File: config.mk
export PLATFORM = sky130hd
export DESIGN_NAME = cos_capture
export DESIGN_NICKNAME = d
export VERILOG_FILES = /design/src/rtl/cos_pkg.sv /design/src/rtl/cos_scan_timer.sv /design/src/rtl/cos_debounce.sv /design/src/rtl/cos_hist_fifo.sv /design/src/rtl/cos_capture_ctl.sv /design/src/rtl/cos_capture.sv
export SDC_FILE = /design/constraint.sdc
export NUM_CORES = 2
export LEC_CHECK = 0
export BUFFER_PORTS_ARGS = -buffer_cell sky130_fd_sc_hd__buf_2
export CAP_MARGIN = 10
export CORE_UTILIZATION = 57
export DETAILED_ROUTE_END_ITERATION = 8
export PLACE_DENSITY = 0.76
export REMOVE_ABC_BUFFERS = 1
export SLEW_MARGIN = 0
export SYNTH_ARGS = -nofsm -noshare
export SYNTH_HDL_FRONTEND = slang
export SYNTH_SLANG_ARGS = --single-unit
File: constraint.sdc
create_clock -name clk -period 3.7 [get_ports clk]
set_input_delay 0.37 -clock clk [delete_from_list [all_inputs] [get_ports clk]]
set_output_delay 0.37 -clock clk [all_outputs]
set_load 0.01 [all_outputs]
File: src/rtl/cos_pkg.sv
package cos_pkg;
    typedef enum logic [1:0] {
        ST_IDLE    = 2'd0,
        ST_STORE   = 2'd1,
        ST_OFFLINE = 2'd2
    } cap_state_t;

    localparam logic [2:0] A_LAST     = 3'd0;
    localparam logic [2:0] A_CTRL     = 3'd1;
    localparam logic [2:0] A_MASK     = 3'd2;
    localparam logic [2:0] A_DEBOUNCE = 3'd3;
    localparam logic [2:0] A_SCAN     = 3'd4;
    localparam logic [2:0] A_FIFO     = 3'd5;

    localparam int B_DIR   = 0;
    localparam int B_IRQ   = 1;
    localparam int B_OVF   = 2;
    localparam int B_EMPTY = 3;
    localparam int B_FULL  = 4;
    localparam int B_CNT   = 8;
endpackage

File: src/rtl/cos_scan_timer.sv
module cos_scan_timer #(
    parameter int DIV_W = 16
) (
    input  logic             clk,
    input  logic             rst_n,
    input  logic [DIV_W-1:0] div,
    output logic             tick
);
    logic [DIV_W-1:0] cnt_q;

    assign tick = (cnt_q == '0);

    always_ff @(posedge clk or negedge rst_n) begin
        if (!rst_n) begin
            cnt_q <= '0;
        end else if (tick) begin
            cnt_q <= div;
        end else begin
            cnt_q <= cnt_q - 1'b1;
        end
    end
endmodule

File: src/rtl/cos_debounce.sv
module cos_debounce #(
    parameter int WIDTH = 32,
    parameter int DB_W  = 8
) (
    input  logic             clk,
    input  logic             rst_n,
    input  logic             en,
    input  logic [DB_W-1:0]  limit,
    input  logic [WIDTH-1:0] sample,
    output logic [WIDTH-1:0] stable,
    output logic [WIDTH-1:0] chg
);
    for (genvar i = 0; i < WIDTH; i++) begin : g_line
        logic [DB_W-1:0] cnt_q;
        logic            stab_q;
        logic            hit_q;

        always_ff @(posedge clk or negedge rst_n) begin
            if (!rst_n) begin
                cnt_q  <= '0;
                stab_q <= 1'b0;
                hit_q  <= 1'b0;
            end else begin
                hit_q <= 1'b0;
                if (en) begin
                    if (sample[i] == stab_q) begin
                        cnt_q <= '0;
                    end else if (cnt_q >= limit) begin
                        stab_q <= sample[i];
                        cnt_q  <= '0;
                        hit_q  <= 1'b1;
                    end else begin
                        cnt_q <= cnt_q + 1'b1;
                    end
                end
            end
        end

        assign stable[i] = stab_q;
        assign chg[i]    = hit_q;
    end

    AST_HOLD_OFF_TICK: assert property (@(posedge clk) disable iff (!rst_n)
        !en |=> $stable(stable));
endmodule

File: src/rtl/cos_hist_fifo.sv
module cos_hist_fifo #(
    parameter int WIDTH = 32,
    parameter int DEPTH = 64
) (
    input  logic             clk,
    input  logic             rst_n,
    input  logic             push,
    input  logic [WIDTH-1:0] wdata,
    input  logic             pop,
    output logic [WIDTH-1:0] rdata,
    output logic             empty,
    output logic             full,
    output logic [$clog2(DEPTH):0] count
);
    localparam int AW    = $clog2(DEPTH);
    localparam int CNT_W = AW + 1;

    logic [WIDTH-1:0] mem [DEPTH];
    logic [AW-1:0]    wptr_q, rptr_q;
    logic [CNT_W-1:0] cnt_q;
    logic             do_push, do_pop;

    assign empty   = (cnt_q == '0);
    assign full    = (cnt_q == CNT_W'(DEPTH));
    assign count   = cnt_q;
    assign do_push = push && !full;
    assign do_pop  = pop && !empty;
    assign rdata   = empty ? '0 : mem[rptr_q];

    always_ff @(posedge clk) begin
        if (do_push) begin
            mem[wptr_q] <= wdata;
        end
    end

    always_ff @(posedge clk or negedge rst_n) begin
        if (!rst_n) begin
            wptr_q <= '0;
            rptr_q <= '0;
            cnt_q  <= '0;
        end else begin
            if (do_push) begin
                wptr_q <= (wptr_q == AW'(DEPTH-1)) ? '0 : wptr_q + 1'b1;
            end
            if (do_pop) begin
                rptr_q <= (rptr_q == AW'(DEPTH-1)) ? '0 : rptr_q + 1'b1;
            end
            case ({do_push, do_pop})
                2'b10:   cnt_q <= cnt_q + 1'b1;
                2'b01:   cnt_q <= cnt_q - 1'b1;
                default: cnt_q <= cnt_q;
            endcase
        end
    end

    AST_NO_PUSH_WHEN_FULL: assert property (@(posedge clk) disable iff (!rst_n)
        push |-> !full);
    AST_COUNT_STEP: assert property (@(posedge clk) disable iff (!rst_n)
        (push && !full && !pop) |=> (count == $past(count) + 1'b1));
    AST_EMPTY_POP_HOLD: assert property (@(posedge clk) disable iff (!rst_n)
        (pop && empty && !push) |=> empty);
endmodule

File: src/rtl/cos_capture_ctl.sv
module cos_capture_ctl
    import cos_pkg::*;
#(
    parameter int WIDTH = 32
) (
    input  logic             clk,
    input  logic             rst_n,
    input  logic [WIDTH-1:0] chg,
    input  logic [WIDTH-1:0] stable,
    input  logic [WIDTH-1:0] mask,
    input  logic             dir_out,
    input  logic             inhibit,
    input  logic             full,
    input  logic             irq_ack,
    input  logic             ovf_clr,
    output logic             push,
    output logic [WIDTH-1:0] push_data,
    output logic [WIDTH-1:0] last_q,
    output logic             irq_q,
    output logic             ovf_q
);
    cap_state_t       state_q, state_d;
    logic [WIDTH-1:0] snap_q;
    logic             snap_irq_q;
    logic             snap_load, store_go, ovf_set;

    always_ff @(posedge clk or negedge rst_n) begin
        if (!rst_n) begin
            state_q <= ST_IDLE;
        end else begin
            state_q <= state_d;
        end
    end

    always_comb begin
        state_d   = state_q;
        snap_load = !dir_out && (|chg);
        store_go  = 1'b0;
        push      = 1'b0;
        ovf_set   = 1'b0;
        unique case (state_q)
            ST_IDLE: begin
                if (dir_out)        state_d = ST_OFFLINE;
                else if (|chg)      state_d = ST_STORE;
            end
            ST_STORE: begin
                store_go = !dir_out;
                push     = !dir_out && !inhibit && !full;
                ovf_set  = !dir_out && !inhibit && full;
                if (dir_out)        state_d = ST_OFFLINE;
                else if (|chg)      state_d = ST_STORE;
                else                state_d = ST_IDLE;
            end
            ST_OFFLINE: begin
                if (!dir_out)       state_d = (|chg) ? ST_STORE : ST_IDLE;
            end
            default:                state_d = ST_IDLE;
        endcase
    end

    assign push_data = snap_q;

    always_ff @(posedge clk or negedge rst_n) begin
        if (!rst_n) begin
            snap_q     <= '0;
            snap_irq_q <= 1'b0;
            last_q     <= '0;
            irq_q      <= 1'b0;
            ovf_q      <= 1'b0;
        end else begin
            if (snap_load) begin
                snap_q     <= stable;
                snap_irq_q <= |(chg & mask);
            end
            if (store_go) begin
                last_q <= snap_q;
            end
            irq_q <= (irq_q && !irq_ack) || (store_go && snap_irq_q);
            ovf_q <= (ovf_q && !ovf_clr) || ovf_set;
        end
    end

    AST_IRQ_LATCH: assert property (@(posedge clk) disable iff (!rst_n)
        (irq_q && !irq_ack) |=> irq_q);
    AST_OVF_STICKY: assert property (@(posedge clk) disable iff (!rst_n)
        (ovf_q && !ovf_clr) |=> ovf_q);
    AST_OUTMODE_FROZEN: assert property (@(posedge clk) disable iff (!rst_n)
        (dir_out && state_q != ST_STORE) |=> $stable(last_q));
    AST_INHIBIT_NO_PUSH: assert property (@(posedge clk) disable iff (!rst_n)
        (inhibit && state_q == ST_STORE) |-> !push);
endmodule

File: src/rtl/cos_capture.sv
module cos_capture
    import cos_pkg::*;
#(
    parameter int WIDTH = 32,
    parameter int DEPTH = 64,
    parameter int DB_W  = 8,
    parameter int DIV_W = 16
) (
    input  logic             clk,
    input  logic             rst_n,
    input  logic [WIDTH-1:0] din,
    input  logic             inhibit,
    input  logic [2:0]       reg_addr,
    input  logic             reg_wr,
    input  logic             reg_rd,
    input  logic [31:0]      reg_wdata,
    output logic [31:0]      reg_rdata,
    output logic             irq
);
    localparam int CNT_W = $clog2(DEPTH) + 1;

    logic [WIDTH-1:0] sync1_q, sync2_q;
    logic [WIDTH-1:0] mask_q;
    logic [DB_W-1:0]  db_q;
    logic [DIV_W-1:0] scan_q;
    logic             dir_q;
    logic             tick;
    logic [WIDTH-1:0] stable, chg;
    logic             push, irq_ack, ovf_clr, pop;
    logic [WIDTH-1:0] push_data, last_q, fifo_rdata;
    logic             irq_q, ovf_q, empty, full;
    logic [CNT_W-1:0] count;
    logic             wr_ctrl;

    always_ff @(posedge clk or negedge rst_n) begin
        if (!rst_n) begin
            sync1_q <= '0;
            sync2_q <= '0;
        end else begin
            sync1_q <= din;
            sync2_q <= sync1_q;
        end
    end

    assign wr_ctrl = reg_wr && (reg_addr == A_CTRL);
    assign irq_ack = wr_ctrl && reg_wdata[B_IRQ];
    assign ovf_clr = wr_ctrl && reg_wdata[B_OVF];
    assign pop     = reg_rd && (reg_addr == A_FIFO);

    always_ff @(posedge clk or negedge rst_n) begin
        if (!rst_n) begin
            dir_q  <= 1'b0;
            mask_q <= '0;
            db_q   <= '0;
            scan_q <= '0;
        end else if (reg_wr) begin
            case (reg_addr)
                A_CTRL:     dir_q  <= reg_wdata[B_DIR];
                A_MASK:     mask_q <= reg_wdata[WIDTH-1:0];
                A_DEBOUNCE: db_q   <= reg_wdata[DB_W-1:0];
                A_SCAN:     scan_q <= reg_wdata[DIV_W-1:0];
                default: ;
            endcase
        end
    end

    cos_scan_timer #(.DIV_W(DIV_W)) u_timer (
        .clk   (clk),
        .rst_n (rst_n),
        .div   (scan_q),
        .tick  (tick)
    );

    cos_debounce #(.WIDTH(WIDTH), .DB_W(DB_W)) u_debounce (
        .clk    (clk),
        .rst_n  (rst_n),
        .en     (tick && !dir_q),
        .limit  (db_q),
        .sample (sync2_q),
        .stable (stable),
        .chg    (chg)
    );

    cos_capture_ctl #(.WIDTH(WIDTH)) u_ctl (
        .clk       (clk),
        .rst_n     (rst_n),
        .chg       (chg),
        .stable    (stable),
        .mask      (mask_q),
        .dir_out   (dir_q),
        .inhibit   (inhibit),
        .full      (full),
        .irq_ack   (irq_ack),
        .ovf_clr   (ovf_clr),
        .push      (push),
        .push_data (push_data),
        .last_q    (last_q),
        .irq_q     (irq_q),
        .ovf_q     (ovf_q)
    );

    cos_hist_fifo #(.WIDTH(WIDTH), .DEPTH(DEPTH)) u_fifo (
        .clk   (clk),
        .rst_n (rst_n),
        .push  (push),
        .wdata (push_data),
        .pop   (pop),
        .rdata (fifo_rdata),
        .empty (empty),
        .full  (full),
        .count (count)
    );

    assign irq = irq_q;

    always_comb begin
        reg_rdata = '0;
        case (reg_addr)
            A_LAST:     reg_rdata[WIDTH-1:0] = last_q;
            A_CTRL: begin
                reg_rdata[B_DIR]             = dir_q;
                reg_rdata[B_IRQ]             = irq_q;
                reg_rdata[B_OVF]             = ovf_q;
                reg_rdata[B_EMPTY]           = empty;
                reg_rdata[B_FULL]            = full;
                reg_rdata[B_CNT +: CNT_W]    = count;
            end
            A_MASK:     reg_rdata[WIDTH-1:0] = mask_q;
            A_DEBOUNCE: reg_rdata[DB_W-1:0]  = db_q;
            A_SCAN:     reg_rdata[DIV_W-1:0] = scan_q;
            A_FIFO:     reg_rdata[WIDTH-1:0] = fifo_rdata;
            default:    reg_rdata = '0;
        endcase
    end

    AST_IRQ_PIN_MATCH: assert property (@(posedge clk) disable iff (!rst_n)
        (irq && !irq_ack) |=> irq);
endmodule

Word-level counts from Yosys, hierarchy flattened
Memories as Yosys holds them, arrays and structs flattened.
Cells that the tools add are included.
{ "classes": {"n_eq_ne": 46, "magnitude_cmp": 32, "reduce_logical": 66, "mux": 181, "bitwise": 33, "addsub": 37} }
{ "op_table": {"columns": ["op", "count"], "rows": [
  ["8-bit two-way mux", 64],
  ["8-bit by 1-bit adder with 8-bit output, second input constant", 32],
  ["8-bit >= comparator", 32],
  ["1-bit two-way mux", 102],
  ["3-bit AND reduction", 32],
  ["32-bit OR reduction", 2],
  ["16-bit one-hot mux with 3 select lines", 1],
  ["7-bit one-hot mux with 5 select lines", 1],
  ["32-bit AND", 1],
  ["1-bit equality test", 32],
  ["32-bit two-way mux", 1],
  ["1-bit inverter", 32],
  ["5-bit one-hot mux with 6 select lines", 1],
  ["16-bit logical NOT", 1],
  ["16-bit two-way mux", 1],
  ["16-bit by 1-bit subtractor with 16-bit output, second input constant", 1],
  ["3-bit one-hot mux with 5 select lines", 1],
  ["1-bit logical AND", 14],
  ["7-bit one-hot mux with 2 select lines", 1],
  ["6-bit by 1-bit adder with 6-bit output, second input constant", 2],
  ["6-bit equality test, second input constant", 2],
  ["6-bit two-way mux", 2],
  ["2-bit AND reduction", 5],
  ["2-bit two-way mux", 4],
  ["18 further kinds", 28]
]} }
{ "totals": {"inputBits": 72, "wordCells": 508, "memories": 1, "ram_bits": 2048, "regBits": 545, "out_inout_bits": 33} }
{ "mem_list": {"columns": ["memory", "depth", "width", "read_ports", "rd_ports_with_merged_regs", "write_ports", "line", "text"], "rows": [
  ["u_fifo.mem", 64, 32, 1, 0, 1, "cos_hist_fifo.sv:18", "logic [WIDTH-1:0] mem [DEPTH];"]
]} }

Longest topological paths before layout
{ "logic_depth": {"word_depth": 7, "ltp_mapped": 15, "depth_no_buf": 13} }

Modules after synthesis
Synthesis repeated with hierarchy kept, for this count alone.
{ "hier_totals": {"hier_cells": 6421, "area_unflattened_um2": 110566.0} }
{ "modules_own_cells": {"columns": ["mod", "cells_per_inst", "seq_area_each_um2", "instances", "area_each_um2"], "rows": [
  ["cos_hist_fifo", 3501, 61974.4, 1, 79585.1],
  ["cos_debounce", 2287, 8007.7, 1, 22298.9],
  ["cos_capture", 349, 3027.9, 1, 4911.0],
  ["cos_capture_ctl", 182, 1726.7, 1, 2835.2],
  ["cos_scan_timer", 102, 400.4, 1, 935.9]
]} }

Least setup slack after synthesis
Ideal clock, no wire load.
{ "synth_timing": {"path_kind": "reg2reg", "startpoint": "reg dir_q", "endpoint": "mem u_fifo.mem[51][0] (enable)", "stages_incl_launch_ff": 8, "period_less_slack_ns": 3.733, "t_required_ns": 3.279, "arrival_time_ns": 3.312, "slack_ns": -0.033, "setup_time_ns": 0.421, "n_path_buf": 0, "cell_sequence": "dfrtp_1 nor3b_2 nand2b_1 a31oi_1 inv_1 nor2_1 nand3_1 nor2_1"} }
{ "synth_via": {"elab_chain_cells": 7} }
{ "synth_lines": {"columns": ["item", "line", "text"], "rows": [
  ["start: declaration", "cos_capture.sv:26", "logic dir_q;"],
  ["start signal: assignment", "cos_capture.sv:58", "A_CTRL: dir_q <= reg_wdata[B_DIR];"],
  ["1-bit logical NOT", "cos_capture_ctl.sv:48", "push = !dir_out && !inhibit && !full;"],
  ["1-bit logical AND (2 in series)", "cos_capture_ctl.sv:48", null],
  ["1-bit two-way mux", "cos_capture_ctl.sv:41", "unique case (state_q)"],
  ["1-bit logical AND", "cos_hist_fifo.sv:26", "assign do_push = push && !full;"],
  ["1-bit two-way mux", "cos_hist_fifo.sv:31", "if (do_push) begin"],
  ["1-bit two-way mux (not written as such)", "cos_hist_fifo.sv:32", "mem[wptr_q] <= wdata;"],
  ["end: declaration", "cos_hist_fifo.sv:18", null]
]} }
No other way between the ends.

Worst setup path after layout
{ "layout_timing": {"startpoint": "reg u_fifo.cnt_q[1], in the netlist u_fifo.count[1]", "endpoint": "out reg_rdata[31]"} }
{ "layout_via": {"elab_chain_cells": 3} }
{ "layout_lines": {"columns": ["item", "line", "text"], "rows": [
  ["start: declaration", "cos_hist_fifo.sv:20", "logic [CNT_W-1:0] cnt_q;"],
  ["start signal: assignment", "cos_hist_fifo.sv:49", "2'b10: cnt_q <= cnt_q + 1'b1;"],
  ["start signal: assignment", "cos_hist_fifo.sv:50", "2'b01: cnt_q <= cnt_q - 1'b1;"],
  ["start signal: assignment", "cos_hist_fifo.sv:51", "default: cnt_q <= cnt_q;"],
  ["7-bit logical NOT", "cos_hist_fifo.sv:23", "assign empty = (cnt_q == '0);"],
  ["32-bit two-way mux", "cos_hist_fifo.sv:28", "assign rdata = empty ? '0 : mem[rptr_q];"],
  ["16-bit one-hot mux with 3 select lines", "cos_capture.sv:118", "case (reg_addr)"],
  ["end: declaration", "cos_capture.sv:17", "output logic [31:0] reg_rdata,"]
]} }
No other way between the ends.

==> metrics.yaml <==
sta:
  setup_viol: 32
  layout_min_cycle_time_ps: 4350
  max_clock_freq_mhz: 230
  rsz0062_at_grt: "yes"
  finalCritPeriodShare_pct: 117
  finalMaxSlewViolations: 0
  setup_ws_ps: -646
  tightest_slew_ps: 1470
  hold_viol: 0
  max_slew_margin_pct: 2.25
  fin_skew_ps: 69.3
clocking:
  htreeDepth: 5
  cts.clk_slew.worst_paths_ps: 60
  clock_latency_ps: 960
  clk_root_buffer_cell: "clkbuf_16"
  cts_made_buffers: 277
  clk_path_buf_depth: 4
  cts_tree: "done"
  cts_num_sinks: 2593
synthesis:
  synth_flop_cell: "edfxtp_1"
  synthAdderAreaFrac_pct: 3.39
  synth_xor_area_share_pct: 0.989
  syn_inst: 6566
  synth_cell_types: 75
  muxShareOfSynthArea_pct: 13.2
  synth_edf_count: 2048
  async_flop_share_pct: 21.0
  synth_compound_area_share_pct: 6.34
  seq_area_frac_synth_pct: 68.9
  syn_area_per_cell_sq_um: 16.6
  syn_area_sq_um: 109000
  synth_top_family_by_area: "multiplexers"
  synth-simple-area-share_pct: 5.69
  yosys_warnings: 0
  synth-seq-cells: 2593
worst_setup_path:
  slowest_delay_ps: 510
  required_ps: 3330
  crit_path_max_fanout: 9
  r2r_slack_ps: 270
  endpoint_kind: "output pin"
  r2r-start: "u_fifo.count[1]"
  path_buf_inv: 3
  crit_type: "reg -> out"
  cp_cell_sequence: "nor4_4 > a21boi_2 > buf_6 > and3_1 > nor2b_1 > buf_6 > a22oi_2 > nand4b_1 > buf_2"
  cp-start-kind: "flip-flop"
  cp_data_arrival_time_ps: 3980
  crit_family: "simple AND/OR/NAND/NOR gates"
  critPathMostFrequentCell: "buf_6"
  critical_path.slowest_cell: "nand4b_1"
  crit_path_start: "u_fifo.count[1]"
power_and_ir_drop:
  power_frac_seq_pct: 40.3
  switching_share_pct: 28.7
  switching_power_mw: 23.8
  pwr-share-comb_pct: 26.2
  intPower_mw: 59.0
  p_leak_nw: 48.6
  irDropWorstVdd_uv: 719
  power_frac_clock_pct: 33.5
  power_density_nw_per_um2: 631
route:
  num_vias: 69200
  ant_nets: 0
  drtIter0Drc: 10900
  detail_route.wl_per_cell_microns: 34.0
  first_pass_iters: 8
  drc_errors: 0
  routed_wl_mm: 341
  via_per_inst: 6.90
grt:
  grt_pass1_wl_mm: 469
  grt_max_degree: 141
  antenna_found_initial: 15
  grt_usage_pct: 34.0
  grt_pass1_vias: 68200
  gr-total-overflow: 0
floorplan:
  rows: 160
  die_height_microns: 439
  floorplan.initialDensity_pct: 57.4
  die-area_sq_um: 193000
  die_w_microns: 439
  ios: 105
  core_sq_um: 190000
final_layout:
  fin_nets: 7695
  layout-drive-gt1-share_pct: 29.5
  final_cell_mix: "edfxtp_1, dfrtp_1, mux4_2, buf_4, nand2_1"
  fin_cells: 10000
  final_util_pct: 69.0
  synthToLayoutAreaGrowth_pct: 20.3
  layout_commonest_cell: "edfxtp_1"
flow_run:
  maxCapViolCount: 0
outcome:
  violations: "negative setup slack"
  outcome: "finished, violations left"
placed_design:
  place_inst: 9282
  dp_slack_ps: -374
  gp_congestion: 0.933
  portBuffers: 104
  dpl.hpwl_mm: 179
min_path:
  worstHoldPathType: "in -> reg"
  hold_start: "reg_rd"
==> cells in the mapped netlist (all sizes together) (28+ instances only) <==
| cell | number | area, sq um |
|---|---|---|
| nor3b | 47 | 358 |
| a211o | 39 | 342 |
| and3 | 57 | 357 |
| nor2 | 245 | 920 |
| o21ai | 234 | 1170 |
| xor2 | 61 | 534 |
| a21o | 112 | 841 |
| or4 | 28 | 214 |
| clkbuf | 160 | 601 |
| dfrtp | 545 | 13600 |
| xnor2 | 62 | 543 |
| o211ai | 37 | 278 |
| a21oi | 249 | 1250 |
| nand2 | 378 | 1420 |
| ha | 295 | 3690 |
| a22oi | 87 | 653 |
| o22ai | 49 | 307 |
| mux2i | 215 | 2150 |
| a211oi | 81 | 608 |
| inv | 104 | 390 |
| or2 | 37 | 231 |
| mux4 | 447 | 10100 |
| nand2b | 112 | 701 |
| buf | 135 | 638 |
| a31oi | 46 | 288 |
| edfxtp | 2048 | 61500 |
| a221oi | 30 | 263 |
| mux2 | 188 | 2120 |
| nor3 | 72 | 360 |
| nand3 | 166 | 831 |
==> logic make-up after synthesis <==
family,count (synthesis)
DFF,2593
and+or+nand+nor,1256
xor gates and xnor gates,123
adders and majority gates,295
AOI/OAI and AO/OA,1050
muxes,850
buffers and inverters,399
==> state kept, by name, summed over array words and instances (netlist names), 2 cells and up <==
signal                    flops
mask_q                       32
scan_q                       16
u_debounce.g_line.cnt_q     256
u_fifo.rptr_q                 6
u_ctl.last_q                 32
u_fifo.count                  7
sync1_q                      32
u_debounce.g_line.stab_q     32
db_q                          8
u_ctl.push_data              32
u_debounce.g_line.hit_q      32
u_fifo.wptr_q                 6
u_timer.cnt_q                16
u_ctl.state_q                 2
sync2_q                      32
u_fifo.mem                 2048
==> what timing repair did <==
item                       in CTS  in global routing
setup buffers                 129                 61
hold buffers                   67                  0
hold endpoints to repair      190                  0
pin swaps                      80                 96
gates cloned                   28                  8
setup endpoints to repair      32                 32
gates resized for setup       403                242
==> final cells by class <==
cell class | count | area (sq um)
Timing Repair Buffer | 778 | 8740
Clock inverter | 128 | 1320
Antenna cell | 3 | 7.51
Tap cell | 2511 | 3140
Clock buffer | 344 | 7480
Inverter | 104 | 403
Multi-Input combinational cell | 3574 | 34800
Sequential cell | 2593 | 75200
Fill cell | 11100 | 58900
==> metal layers <==
| layer | routed length, microns | up-vias | GRT usage, % |
|---|---|---|---|
| met5 | 75 | - | 0 |
| met4 | 28700 | 14 | 23.6 |
| met3 | 42200 | 1427 | 8.11 |
| met2 | 159000 | 5938 | 52.8 |
| met1 | 111000 | 34400 | 42.4 |
| li1 | - | 27500 | - |
==> path summary, 6_finish.rpt <==
kind,to,cells after the start
max,reg_rdata[31],9
min,u_fifo.rptr_q[5],4
max reg2reg,u_fifo.count[6],14
min reg2reg,sync2_q[22],0
max in group asynchronous,u_debounce.g_line[1].cnt_q[3],3
min in group asynchronous,u_debounce.g_line[19].cnt_q[0],2
==> stage by stage <==
stage / TNS [ps] / total power [mW] / area (sq um) / hold slack [ps]
finish: -12510 / 82.8 / 131000 / 64.1
global route: -12950 / 84.5 / 131000 / 36.6
CTS: -10270 / 80.0 / 129000 / 20.3
detailed placement: -1430 / 48.7 / 116000 / 336
global placement: -1540 / 48.4 / 116000 / 332
floorplan: -4302960 / 40.6 / 108000 / 74.4
==> tightest hold or removal path: stages <==
cell and delay [ps]:
buf_2 160, nand2_1 260, o21ai_0 140, o31ai_1 60
==> power by group through the flow <==
stage / Sequential (mW) / Combinational [mW] / Clock [mW]
floorplan: 34.2 / 6.44 / 0
global placement: 33.9 / 14.5 / 0
detailed placement: 33.9 / 14.7 / 0
CTS: 33.3 / 19.3 / 27.5
global route: 33.3 / 22.4 / 28.8
finish: 33.4 / 21.7 / 27.7
No activity file was read; power rests on OpenSTA's default activity.
